[src/rtl/vas_pkg.sv]
package vas_pkg;

    typedef enum logic [0:0] {
        ST_IDLE   = 1'b0,
        ST_SETTLE = 1'b1
    } srch_state_e;

    typedef struct packed {
        logic done;
        logic ok;
    } srch_flags_t;

    // Narrow acceptance window of the tune-voltage code
    function automatic logic code_in_window(input logic [2:0] code);
        return (code == 3'b010) || (code == 3'b101);
    endfunction

    // Low-side codes push the index upward, high-side codes downward
    function automatic logic code_steps_up(input logic [2:0] code);
        return (code == 3'b000) || (code == 3'b001);
    endfunction

endpackage

[src/rtl/vas_settle_timer.sv]
module vas_settle_timer #(
    parameter int CNT_W = 8
) (
    input  logic             clk,
    input  logic             rst,
    input  logic             load,
    input  logic [CNT_W-1:0] load_val,
    output logic             expired
);
    logic [CNT_W-1:0] cnt_q;

    always_ff @(posedge clk) begin
        if (rst)                  cnt_q <= '0;
        else if (load)            cnt_q <= load_val;
        else if (cnt_q != '0)     cnt_q <= cnt_q - 1'b1;
    end

    assign expired = (cnt_q == '0);


    settle_countdown_chk: assert property (@(posedge clk) disable iff (rst)
        (!load && cnt_q != '0) |=> (cnt_q == $past(cnt_q) - 1'b1));

endmodule

[src/rtl/vas_band_history.sv]
module vas_band_history #(
    parameter int NUM_BANDS = 24,
    parameter int BAND_W    = 5
) (
    input  logic              clk,
    input  logic              rst,
    input  logic              clear,
    input  logic              mark,
    input  logic [BAND_W-1:0] mark_idx,
    input  logic [BAND_W-1:0] query_idx,
    output logic              seen
);
    logic [NUM_BANDS-1:0] tried_q;

    for (genvar i = 0; i < NUM_BANDS; i++) begin : g_slot
        logic hit;
        assign hit = mark && (mark_idx == BAND_W'(i));
        always_ff @(posedge clk) begin
            if (rst)        tried_q[i] <= 1'b0;
            else if (clear) tried_q[i] <= hit;
            else if (hit)   tried_q[i] <= 1'b1;
        end
    end

    always_comb begin
        seen = 1'b0;
        for (int j = 0; j < NUM_BANDS; j++)
            if (query_idx == BAND_W'(j)) seen = tried_q[j];
    end


    mark_sticks_chk: assert property (@(posedge clk) disable iff (rst)
        (mark && !clear && query_idx == mark_idx) |=> seen || (query_idx != $past(query_idx)) || clear);

endmodule

[src/rtl/vas_next_band.sv]
module vas_next_band
    import vas_pkg::*;
#(
    parameter int NUM_BANDS = 24,
    parameter int BAND_W    = 5
) (
    input  logic [BAND_W-1:0] cur_band,
    input  logic [2:0]        code,
    output logic [BAND_W-1:0] next_band,
    output logic              out_of_range
);
    localparam logic [BAND_W-1:0] TOP_BAND = BAND_W'(NUM_BANDS - 1);

    logic go_up;
    assign go_up = code_steps_up(code);

    always_comb begin
        if (go_up) begin
            next_band    = cur_band + 1'b1;
            out_of_range = (cur_band >= TOP_BAND);
        end else begin
            next_band    = cur_band - 1'b1;
            out_of_range = (cur_band == '0) || (cur_band > TOP_BAND);
        end
    end

endmodule

[src/rtl/vco_band_selector.sv]
module vco_band_selector
    import vas_pkg::*;
#(
    parameter int NUM_BANDS = 24,
    parameter int BAND_W    = 5,
    parameter int CNT_W     = 8
) (
    input  logic              clk,
    input  logic              rst,
    input  logic [BAND_W-1:0] prog_band,
    input  logic              auto_en,
    input  logic              start,
    input  logic              adc_en,
    input  logic              adc_latch,
    input  logic [CNT_W-1:0]  settle_cycles,
    input  logic [2:0]        tune_code,
    output logic [BAND_W-1:0] active_band,
    output logic              search_done,
    output logic              search_ok,
    output logic [2:0]        code_readback
);
    localparam logic [BAND_W-1:0] TOP_BAND = BAND_W'(NUM_BANDS - 1);

    srch_state_e       state_q;
    srch_flags_t       flags_q;
    logic [BAND_W-1:0] band_q;
    logic [2:0]        rb_q;

    logic              launch, prog_valid, expired, eval;
    logic              accept, stop_fail, step;
    logic [BAND_W-1:0] next_band;
    logic              oor, seen;

    assign prog_valid = (prog_band <= TOP_BAND);
    assign launch     = auto_en && start;
    assign eval       = auto_en && !start && (state_q == ST_SETTLE) && expired;
    assign accept     = eval && code_in_window(tune_code);
    assign stop_fail  = eval && !accept && (oor || seen);
    assign step       = eval && !accept && !oor && !seen;

    vas_next_band #(.NUM_BANDS(NUM_BANDS), .BAND_W(BAND_W)) i_next (
        .cur_band     (band_q),
        .code         (tune_code),
        .next_band    (next_band),
        .out_of_range (oor)
    );

    vas_band_history #(.NUM_BANDS(NUM_BANDS), .BAND_W(BAND_W)) i_hist (
        .clk       (clk),
        .rst       (rst),
        .clear     (launch),
        .mark      ((launch && prog_valid) || step),
        .mark_idx  (launch ? prog_band : next_band),
        .query_idx (next_band),
        .seen      (seen)
    );

    vas_settle_timer #(.CNT_W(CNT_W)) i_timer (
        .clk      (clk),
        .rst      (rst),
        .load     ((launch && prog_valid) || step),
        .load_val (settle_cycles),
        .expired  (expired)
    );

    always_ff @(posedge clk) begin
        if (rst) begin
            state_q <= ST_IDLE;
            band_q  <= '0;
            flags_q <= '{done: 1'b1, ok: 1'b0};
            rb_q    <= 3'b000;
        end else if (!auto_en) begin
            state_q <= ST_IDLE;
            band_q  <= prog_band;
            flags_q <= '{done: 1'b1, ok: 1'b0};
            if (adc_en && adc_latch) rb_q <= tune_code;
        end else if (start) begin
            band_q     <= prog_band;
            flags_q.ok <= 1'b0;
            if (prog_valid) begin
                state_q      <= ST_SETTLE;
                flags_q.done <= 1'b0;
            end else begin
                state_q      <= ST_IDLE;
                flags_q.done <= 1'b1;
            end
        end else if (eval) begin
            rb_q <= tune_code;
            if (accept) begin
                state_q <= ST_IDLE;
                flags_q <= '{done: 1'b1, ok: 1'b1};
            end else if (stop_fail) begin
                state_q <= ST_IDLE;
                flags_q <= '{done: 1'b1, ok: 1'b0};
            end else begin
                band_q <= next_band;
            end
        end
    end

    assign active_band   = auto_en ? band_q : prog_band;
    assign search_done   = flags_q.done;
    assign search_ok     = flags_q.ok;
    assign code_readback = rb_q;


    ok_needs_done_chk: assert property (@(posedge clk) disable iff (rst)
        search_ok |-> search_done);


    ok_from_window_chk: assert property (@(posedge clk) disable iff (rst)
        $rose(search_ok) |-> code_in_window($past(tune_code)));


    busy_flag_chk: assert property (@(posedge clk) disable iff (rst)
        (state_q == ST_SETTLE) |-> !search_done);


    single_step_chk: assert property (@(posedge clk) disable iff (rst)
        (state_q == ST_SETTLE && auto_en && !start) |=>
            (band_q == $past(band_q) || band_q == $past(band_q) + 1'b1 ||
             band_q == $past(band_q) - 1'b1));


    band_in_range_chk: assert property (@(posedge clk) disable iff (rst)
        (state_q == ST_SETTLE) |-> (band_q <= TOP_BAND));

endmodule

[config.mk]
export PLATFORM = sky130hd
export DESIGN_NAME = vco_band_selector
export DESIGN_NICKNAME = d
export VERILOG_FILES = /design/src/rtl/vas_pkg.sv /design/src/rtl/vas_settle_timer.sv /design/src/rtl/vas_band_history.sv /design/src/rtl/vas_next_band.sv /design/src/rtl/vco_band_selector.sv
export SDC_FILE = /design/constraint.sdc
export NUM_CORES = 1
export LEC_CHECK = 0
export BUFFER_PORTS_ARGS = -buffer_cell sky130_fd_sc_hd__buf_4
export CORE_MARGIN = 2
export CORE_UTILIZATION = 63
export CTS_CLUSTER_DIAMETER = 200
export DETAILED_ROUTE_END_ITERATION = 8
export PLACE_DENSITY = 0.88
export SLEW_MARGIN = 20
export SYNTH_ARGS = -nofsm -noshare
export SYNTH_HDL_FRONTEND = slang
export SYNTH_SLANG_ARGS = --single-unit
[constraint.sdc]
create_clock -name clk -period 7.7 [get_ports clk]
set_input_delay 0.77 -clock clk [delete_from_list [all_inputs] [get_ports clk]]
set_output_delay 0.77 -clock clk [all_outputs]
set_load 0.005 [all_outputs]
Word level (Yosys, flattened, before mapping)
Index checks and enable logic that the tools add are counted.
{"block": "word_totals", "reg_bits": 43, "latchBits": 0, "ramBits": 0, "mem_bits_ro": 0, "inputBits": 22, "output_inout_bits": 10, "wordCells": 273, "n_memories": 0}
{"block": "op_classes", "n_addsub": 3, "mul": 0, "div": 0, "order_cmp": 3, "n_eq_ne": 54, "shifts": 0, "mux": 97, "n_bitwise": 1, "n_reduce_logical": 85}
{"op": "equality test 5 x 4 -> 1 bit (second input constant)", "n": 16}
{"op": "equality test 5 bit (second input constant)", "n": 16}
{"op": "two-way mux 1 bit", "n": 79}
{"op": "nonzero test 2 bit", "n": 28}
{"op": "equality test 5 x 3 -> 1 bit (second input constant)", "n": 8}
{"op": "two-way mux 5 bit", "n": 8}
{"op": "logical AND 1 bit", "n": 35}
{"op": "equality test 5 x 2 -> 1 bit (second input constant)", "n": 4}
{"op": "two-way mux 8 bit", "n": 2}
{"op": "logical NOT 5 bit", "n": 3}
{"op": "two-way mux 3 bit", "n": 4}
{"op": "equality test 5 x 1 -> 1 bit (second input constant)", "n": 2}
{"op": "logical NOT 8 bit", "n": 1}
{"op": "two-way mux 2 bit", "n": 4}
{"op": "nonzero test 8 bit", "n": 1}
{"op": "subtractor 8 x 1 -> 8 bit (second input constant)", "n": 1}
{"op": "!= test 3 bit (second input constant)", "n": 2}
{"op": "AND reduction 3 bit", "n": 2}
{"op": "adder 5 x 1 -> 5 bit (second input constant)", "n": 1}
{"op": "greater-or-equal comparator 5 bit (second input constant)", "n": 1}
{"op": "> comparator 5 bit (second input constant)", "n": 1}
{"op": "less-or-equal comparator 5 bit (second input constant)", "n": 1}
{"op": "logical OR 1 bit", "n": 5}
{"op": "subtractor 5 x 1 -> 5 bit (second input constant)", "n": 1}
{"op": "other kinds (13)", "n": 17}

Depth between registers and ports, before layout
Gate-level depths: netlist of the first run.
{"block": "depth", "ltp_word": 35, "mapped_depth": 15, "depth_no_buf": 13}

Cells and area by module
A second synthesis of the first run with hierarchy kept.
{"block": "hier_totals", "hier_cells": 328, "hier_area_um2": 2732.6}
{"module": "vas_band_history", "instances": 1, "cells_per_inst": 167, "area_per_inst_um2": 1318.8, "seq_area_each_um2": 480.5}
{"module": "vco_band_selector", "instances": 1, "cells_per_inst": 77, "area_per_inst_um2": 732.0, "seq_area_each_um2": 220.2}
{"module": "vas_settle_timer", "instances": 1, "cells_per_inst": 61, "area_per_inst_um2": 496.7, "seq_area_each_um2": 160.2}
{"module": "vas_next_band", "instances": 1, "cells_per_inst": 23, "area_per_inst_um2": 185.2, "seq_area_each_um2": 0.0}

Worst setup path before layout of the first run
OpenSTA, ideal clock, no wires.
{"block": "synth_timing", "path_type": "input port to flip-flop", "startpoint": "input tune_code[2]", "endpoint": "register i_hist.tried_q[17]", "setup_time_ns": 0.117, "arrival_time_ns": 3.514, "required_ns": 7.583, "slack_ns": 4.068, "path_stages": 15, "n_path_buf": 2, "cell_sequence": "nor2_2 inv_1 ha_1 inv_1 ha_1 buf_2 a21oi_1 a221o_1 a22o_1 a2111oi_4 o21ai_2 nand4b_4 nand2_4 buf_6 a32o_1"}
{"block": "synth_between", "elab_chain_len": 33, "elab_cells_between_ends": 69, "classes_between": "27 x eq/ne; 28 x mux; 14 x reduce/logical"}
{"item": "start, declared", "line": "vco_band_selector.sv:16", "source": "input logic [2:0] tune_code,"}
{"item": "equality test 3 x 1 -> 1 bit or logical NOT 3 bit (tied branches)", "line": "vas_pkg.sv:20", "source": "return (code == 3'b000) || (code == 3'b001);"}
{"item": "logical OR 1 bit", "line": "vas_pkg.sv:20"}
{"item": "two-way mux 5 bit", "line": "vas_next_band.sv:18", "source": "if (go_up) begin"}
{"item": "logical NOT 5 bit", "line": "vas_band_history.sv:28", "source": "if (query_idx == BAND_W'(j)) seen = tried_q[j];"}
{"item": "two-way mux 1 bit (24 in series)", "line": "vas_band_history.sv:28"}
{"item": "logical NOT 1 bit", "line": "vco_band_selector.sv:39", "source": "assign step = eval && !accept && !oor && !seen;"}
{"item": "logical AND 1 bit", "line": "vco_band_selector.sv:39"}
{"item": "logical OR 1 bit", "line": "vco_band_selector.sv:52", "source": ".mark ((launch && prog_valid) || step),"}
{"item": "logical AND 1 bit *", "line": "vas_band_history.sv:17", "source": "assign hit = mark && (mark_idx == BAND_W'(i));"}
{"item": "two-way mux 1 bit or nonzero test 2 bit (tied branches)"}
{"item": "end signal, assigned by index", "line": "vas_band_history.sv:20", "source": "else if (clear) tried_q[i] <= hit;"}
{"item": "end, declared", "line": "vas_band_history.sv:13", "source": "logic [NUM_BANDS-1:0] tried_q;"}
Mark *: on every way between the ends. The rest lies on a longest branch, timed or not.
A chain may end at the register's enable or synchronous reset.

Worst setup path in the final report of the first run
{"block": "layout_timing", "startpoint": "input tune_code[2]", "endpoint": "register i_hist.tried_q[12]"}
Same word-level chain as after synthesis.

==> results_dict.tcl, run 1 <==
set metrics [dict create \
    cpLargestDelayFamily "compound AO/OA/AOI/OAI gates" \
    clock_path_buffers 2 \
    dp_hpwl_um 5070 \
    yosysWarningCount 0 \
    die_area_um2 4890 \
    num_vias 2561 \
    worst_slack_ps 3700 \
    place_inst 373 \
    seqPwrFrac_pct 38.1 \
    max_freq_ghz 0.250 \
    layout-drive-gt1-share_pct 19.9 \
    finalSetupViolations 0 \
    power.share.combinational_pct 38.9 \
    path_class "in -> reg" \
    synth_area_leaders "dfxtp_1, a32o_1, a21oi_1" \
    ios 32 \
    status "finished, final reports clean" \
    initial_utilization_pct 67.0 \
    mostFrequentLayoutCell "dfxtp_1" \
    post-cts-setup-buffer-count 0 \
    antenna_cells 0 \
    cp_cell_sequence "buf_4 > nor2_2 > inv_1 > ha_1 > inv_1 > ha_1 > nor3b_1 > nor3_1 > a2111oi_0 > mux2i_1 > o21ai_2 > nand4b_4 > a211oi_2 > a22o_1" \
    critPathLaunchType "input port" \
    path_clk_slew_ps 90 \
    maxCapViolCount 0 \
    coreArea_um2 4090 \
    critPathArrivalTime_ps 4260 \
    grt_pass1_vias 2454 \
    cts_hold_buf 0 \
    skew_ps 9.19 \
    drt_first_pass_iters 5 \
    cp-end-kind "flip-flop" \
    synth_edf_count 0 \
    die_h_um 69.9 \
    synth-seq-area-share_pct 31.4 \
    drt-initial-drc-count 268 \
    p_int_uw 430 \
    rsz0062_at_grt "false" \
    netSwitchingFraction_pct 37.2 \
    nets 361 \
    rows 23 \
    crit_path_max_fanout 14 \
    fin_tns_setup_ps 0 \
    cts_tree "built" \
    die_w_um 69.9 \
    ctsResizeCount 0 \
    cts-htree-levels 2 \
    regArea_um2 861 \
    finalWeightedCongestion 0.949 \
    nFillCells 324 \
    cp_num_buf_inv 3 \
    hold_viol_final 0 \
    fin_util_pct 74.9 \
    cts.sinks 43 \
    pwr-share-clk_pct 23.0 \
    grt_max_degree 21 \
    netlist_instances 307 \
    grt_first_pass_wirelength_um 11400 \
    hold-worst-slack_ps 473 \
    syn_area_um2 2740 \
    clk_latency_ps 310 \
    routed_wl_um 6930 \
    power_density_nw_per_um2 224 \
    synth_ff_type "dfxtp_1" \
    fin_cells 381 \
    p_sw_uw 255 \
    period_minus_slack_ps 4000 \
    yosysTopAreaCellShare_pct 31.4 \
    cts_buffers 5 \
    syn2layout_area_growth_pct 11.8 \
    p_leak_uw 0.00117 \
    ant_nets 0 \
    multi_input_area_um2 1740 \
    grt.total_usage_pct 29.1 \
    drc 0 \
    min_path_type "reg -> reg" \
    post-route-period-util_pct 52.0 \
    port-buffer-count 31 \
    ir_worst_vdd_mv 0.161 \
    syn_area_per_cell_um2 8.92 \
    worstPathRequired_ps 7960 \
    worst_slew_pin_slew_ps 1170 \
    maxSlewHeadroom_pct 21.6 \
    synth-seq-cells 43 \
    grt_antenna_before_repair 0 \
    slowest_delay_ps 490 \
    layout_common_cells "dfxtp_1, buf_4, a21oi_1" \
    gr-total-overflow 0 \
    cp_slowest_cell "a2111oi_0" \
    synth.distinct_cells 61 \
    synthArstFlopShare_pct 0 \
    wl_per_cell_um 18.2 \
    place_ws_ps 3480 \
    clockRootBuffer "clkbuf_8" \
    synth_top_cell_by_area "dfxtp_1" \
    finalMaxSlewViolations 0 \
    synth_fp_nets 338 \
    vias_per_cell 6.72 \
]
-- metrics by stage --
| stage | area [um^2] | power (uW) |
|---|---|---|
| after global placement | 2960 | 517 |
| after detailed placement | 2960 | 527 |
| after CTS | 3060 | 683 |
| final | 3060 | 685 |
| after global routing | 3060 | 724 |
| after floorplan | 2740 | 462 |
-- routing by layer --
metal  share of wire, %  GRT usage (%)
met5                  0              0
met4                3.2           10.9
met3                7.4           5.34
met2                 47           47.5
met1                 42           38.2
-- worst paths after layout --
| path | startpoint | to | slack [ps] | depth (start not counted) |
|---|---|---|---|---|
| hold reg to reg | i_hist.tried_q[2] | i_hist.tried_q[2] | 470 | 1 |
| hold / removal | i_hist.tried_q[2] | i_hist.tried_q[2] | 470 | 1 |
| setup / recovery | tune_code[2] | i_hist.tried_q[12] | 3700 | 14 |
| setup reg to reg | band_q[0] | i_hist.tried_q[12] | 4050 | 10 |
-- synth_stat cells, drive strengths merged (2+ instances only) --
cell type / count
o31a: 2
mux2i: 7
inv: 13
o211ai: 3
nor2: 24
a311oi: 4
or3: 4
nand3: 8
ha: 8
clkbuf: 9
nor2b: 10
a221oi: 2
o41ai: 3
nor3: 6
nand2b: 4
mux2: 6
or2: 2
and3: 2
xnor2: 8
a22o: 6
o31ai: 5
a211oi: 2
o21ai: 14
nor4: 3
and2: 3
a221o: 3
dfxtp: 43
nand2: 16
a21oi: 28
nor3b: 7
nand3b: 3
a31oi: 3
a32o: 19
buf: 8
a2111oi: 4
xor2: 3
-- power by group through the flow --
stage / Sequential, uW / Combinational (uW) / Clock [uW]
final: 261 / 266 / 158
after global routing: 263 / 291 / 169
after CTS: 261 / 263 / 160
after detailed placement: 266 / 262 / 0
after global placement: 265 / 252 / 0
after floorplan: 261 / 202 / 0
-- registers in the layout (all words and copies together), names as in the netlist --
signal,count
i_hist.tried_q,24
i_timer.cnt_q,8
band_q,5
code_readback,3
search_done,1
search_ok,1
state_q,1
-- logic make-up after synthesis --
group | Yosys count | synth area share [%]
DFF | 43 | 31.4
xor gates and xnor gates | 11 | 4.62
and+or+nand+nor | 97 | 19.8
AOI/OAI and AO/OA | 104 | 29.8
muxes | 13 | 5.03
buffers and inverters | 30 | 4.94
adders and majority gates | 9 | 4.39
-- cell type report --
type | count | share of cell area [%]
multi-input combinational | 234 | 56.9
sequential | 43 | 28.1
timing repair buffer | 33 | 8.09
clock buffer | 6 | 2.70
tap | 50 | 2.04
inverter | 13 | 1.59
clock inverter | 2 | 0.531
Note: power is estimated with default switching activity, not from simulation.
==> run 2: changes to the inputs <==
- CORE_UTILIZATION: 63 -> 53
- PLACE_DENSITY: 0.88 -> 0.79
- clock period: 7.7 -> 3.53 ns (I/O delays scaled with it)
==> results_dict.tcl, run 2 (synthesis gave the netlist of run 1 again) <==
set metrics [dict create \
    mostFrequentLayoutCell "buf_4" \
    crit_path_max_fanout 8 \
    status "finished, final reports clean" \
    post-cts-setup-buffer-count 0 \
    cp_cell_sequence "buf_4 > nor2_2 > inv_1 > ha_1 > inv_1 > ha_1 > nand3b_1 > a221o_1 > a22o_1 > a2111oi_4 > o21ai_2 > nand4b_4 > buf_4 > a21oi_1 > a311oi_1" \
    antenna_cells 0 \
    cts_buffers 5 \
    critPathLaunchType "input port" \
    grt_first_pass_wirelength_um 11000 \
    ir_worst_vdd_mv 0.340 \
    worst_slack_ps 391 \
    cts-htree-levels 2 \
    critPathArrivalTime_ps 3340 \
    finalWeightedCongestion 0.957 \
    worst_slew_pin_slew_ps 880 \
    post-route-period-util_pct 88.9 \
    grt_pass1_vias 2286 \
    initial_utilization_pct 54.3 \
    regArea_um2 861 \
    skew_ps 9.19 \
    layout_common_cells "buf_4, dfxtp_1, a21oi_1" \
    clk_latency_ps 300 \
    vias_per_cell 6.12 \
    slowest_delay_ps 360 \
    nets 372 \
    drt-initial-drc-count 229 \
    cp_slowest_cell "ha_1" \
    finalSetupViolations 0 \
    period_minus_slack_ps 3140 \
    die_w_um 75.9 \
    finalMaxSlewViolations 0 \
    fin_cells 411 \
    path_class "in -> reg" \
    cpLargestDelayFamily "compound AO/OA/AOI/OAI gates" \
    coreArea_um2 5040 \
    syn2layout_area_growth_pct 16.0 \
    drt_first_pass_iters 4 \
    wl_per_cell_um 16.5 \
    drc 0 \
    clock_path_buffers 2 \
    min_path_type "in -> reg" \
    place_ws_ps 99.5 \
    ant_nets 0 \
    cts_tree "built" \
    grt.total_usage_pct 25.2 \
    rows 26 \
    cts.sinks 43 \
    clockRootBuffer "clkbuf_8" \
    place_inst 404 \
    layout-drive-gt1-share_pct 22.3 \
    gr-total-overflow 0 \
    largest_reg_flops 24 \
    worstPathRequired_ps 3730 \
    die_h_um 75.9 \
    dp_hpwl_um 5010 \
    ctsResizeCount 0 \
    ios 32 \
    max_freq_ghz 0.319 \
    grt_max_degree 25 \
    grt_antenna_before_repair 0 \
    maxSlewHeadroom_pct 40.8 \
    cp_num_buf_inv 4 \
    routed_wl_um 6780 \
    num_vias 2517 \
    port-buffer-count 31 \
    path_clk_slew_ps 80 \
    regMostFlops "i_hist.tried_q" \
    power_density_nw_per_um2 485 \
    nFillCells 429 \
    die_area_um2 5760 \
    hold_viol_final 0 \
    rsz0062_at_grt "false" \
    maxCapViolCount 0 \
    p_leak_uw 0.00123 \
    reg_top3 "i_hist.tried_q x24, i_timer.cnt_q x8, band_q x5" \
    fin_tns_setup_ps 0 \
    cts_hold_buf 0 \
    multi_input_area_um2 1740 \
    cp-end-kind "flip-flop" \
]
[run 2: routing by layer]
layer | routed length (um) | vias up | GRT usage, %
met1 | 3030 | 1208 | 33.5
met2 | 3250 | 67 | 40.4
li1 | - | 1229 | -
met4 | 146 | 0 | 9.94
met5 | 0 | - | 0
met3 | 351 | 13 | 4.63
[run 2: area by class of cell]
| cell class | count | area share, % |
|---|---|---|
| inverters | 13 | 1.54 |
| multi-input cells | 234 | 54.8 |
| clock inverters | 2 | 1.18 |
| flip-flops and latches | 43 | 27.1 |
| well taps | 70 | 2.76 |
| clock buffers | 5 | 2.17 |
| repair buffers | 44 | 10.4 |
[run 2: through the flow]
stage / instance area, um^2 / hold slack [ps] / utilization (%) / total power (uW)
after global routing: 3180 / 294 / 63.0 / 1630
after detailed placement: 3070 / 461 / 60.9 / 1170
after CTS: 3180 / 289 / 63.0 / 1550
after floorplan: 2740 / 427 / - / 1010
after global placement: 3070 / 452 / 60.9 / 1160
final: 3180 / 295 / 63.0 / 1540
[run 2: power by group]
part	switching, uW	internal, uW
sequential	38.2	528
clock	166	207
combinational	338	264
total	543	999
[run 2: tightest hold or removal path, stage by stage]
cell      delay [ps]
buf_4             80
o211ai_2          80
o41ai_2           50
[run 2: worst paths after layout]
| kind | startpoint | to | slack [ps] | cells past startpoint |
|---|---|---|---|---|
| max | tune_code[2] | i_timer.cnt_q[6] | 390 | 15 |
| min | settle_cycles[4] | i_timer.cnt_q[4] | 290 | 3 |
| max reg2reg | band_q[1] | i_hist.tried_q[12] | 410 | 12 |
| min reg2reg | i_hist.tried_q[18] | i_hist.tried_q[18] | 480 | 1 |
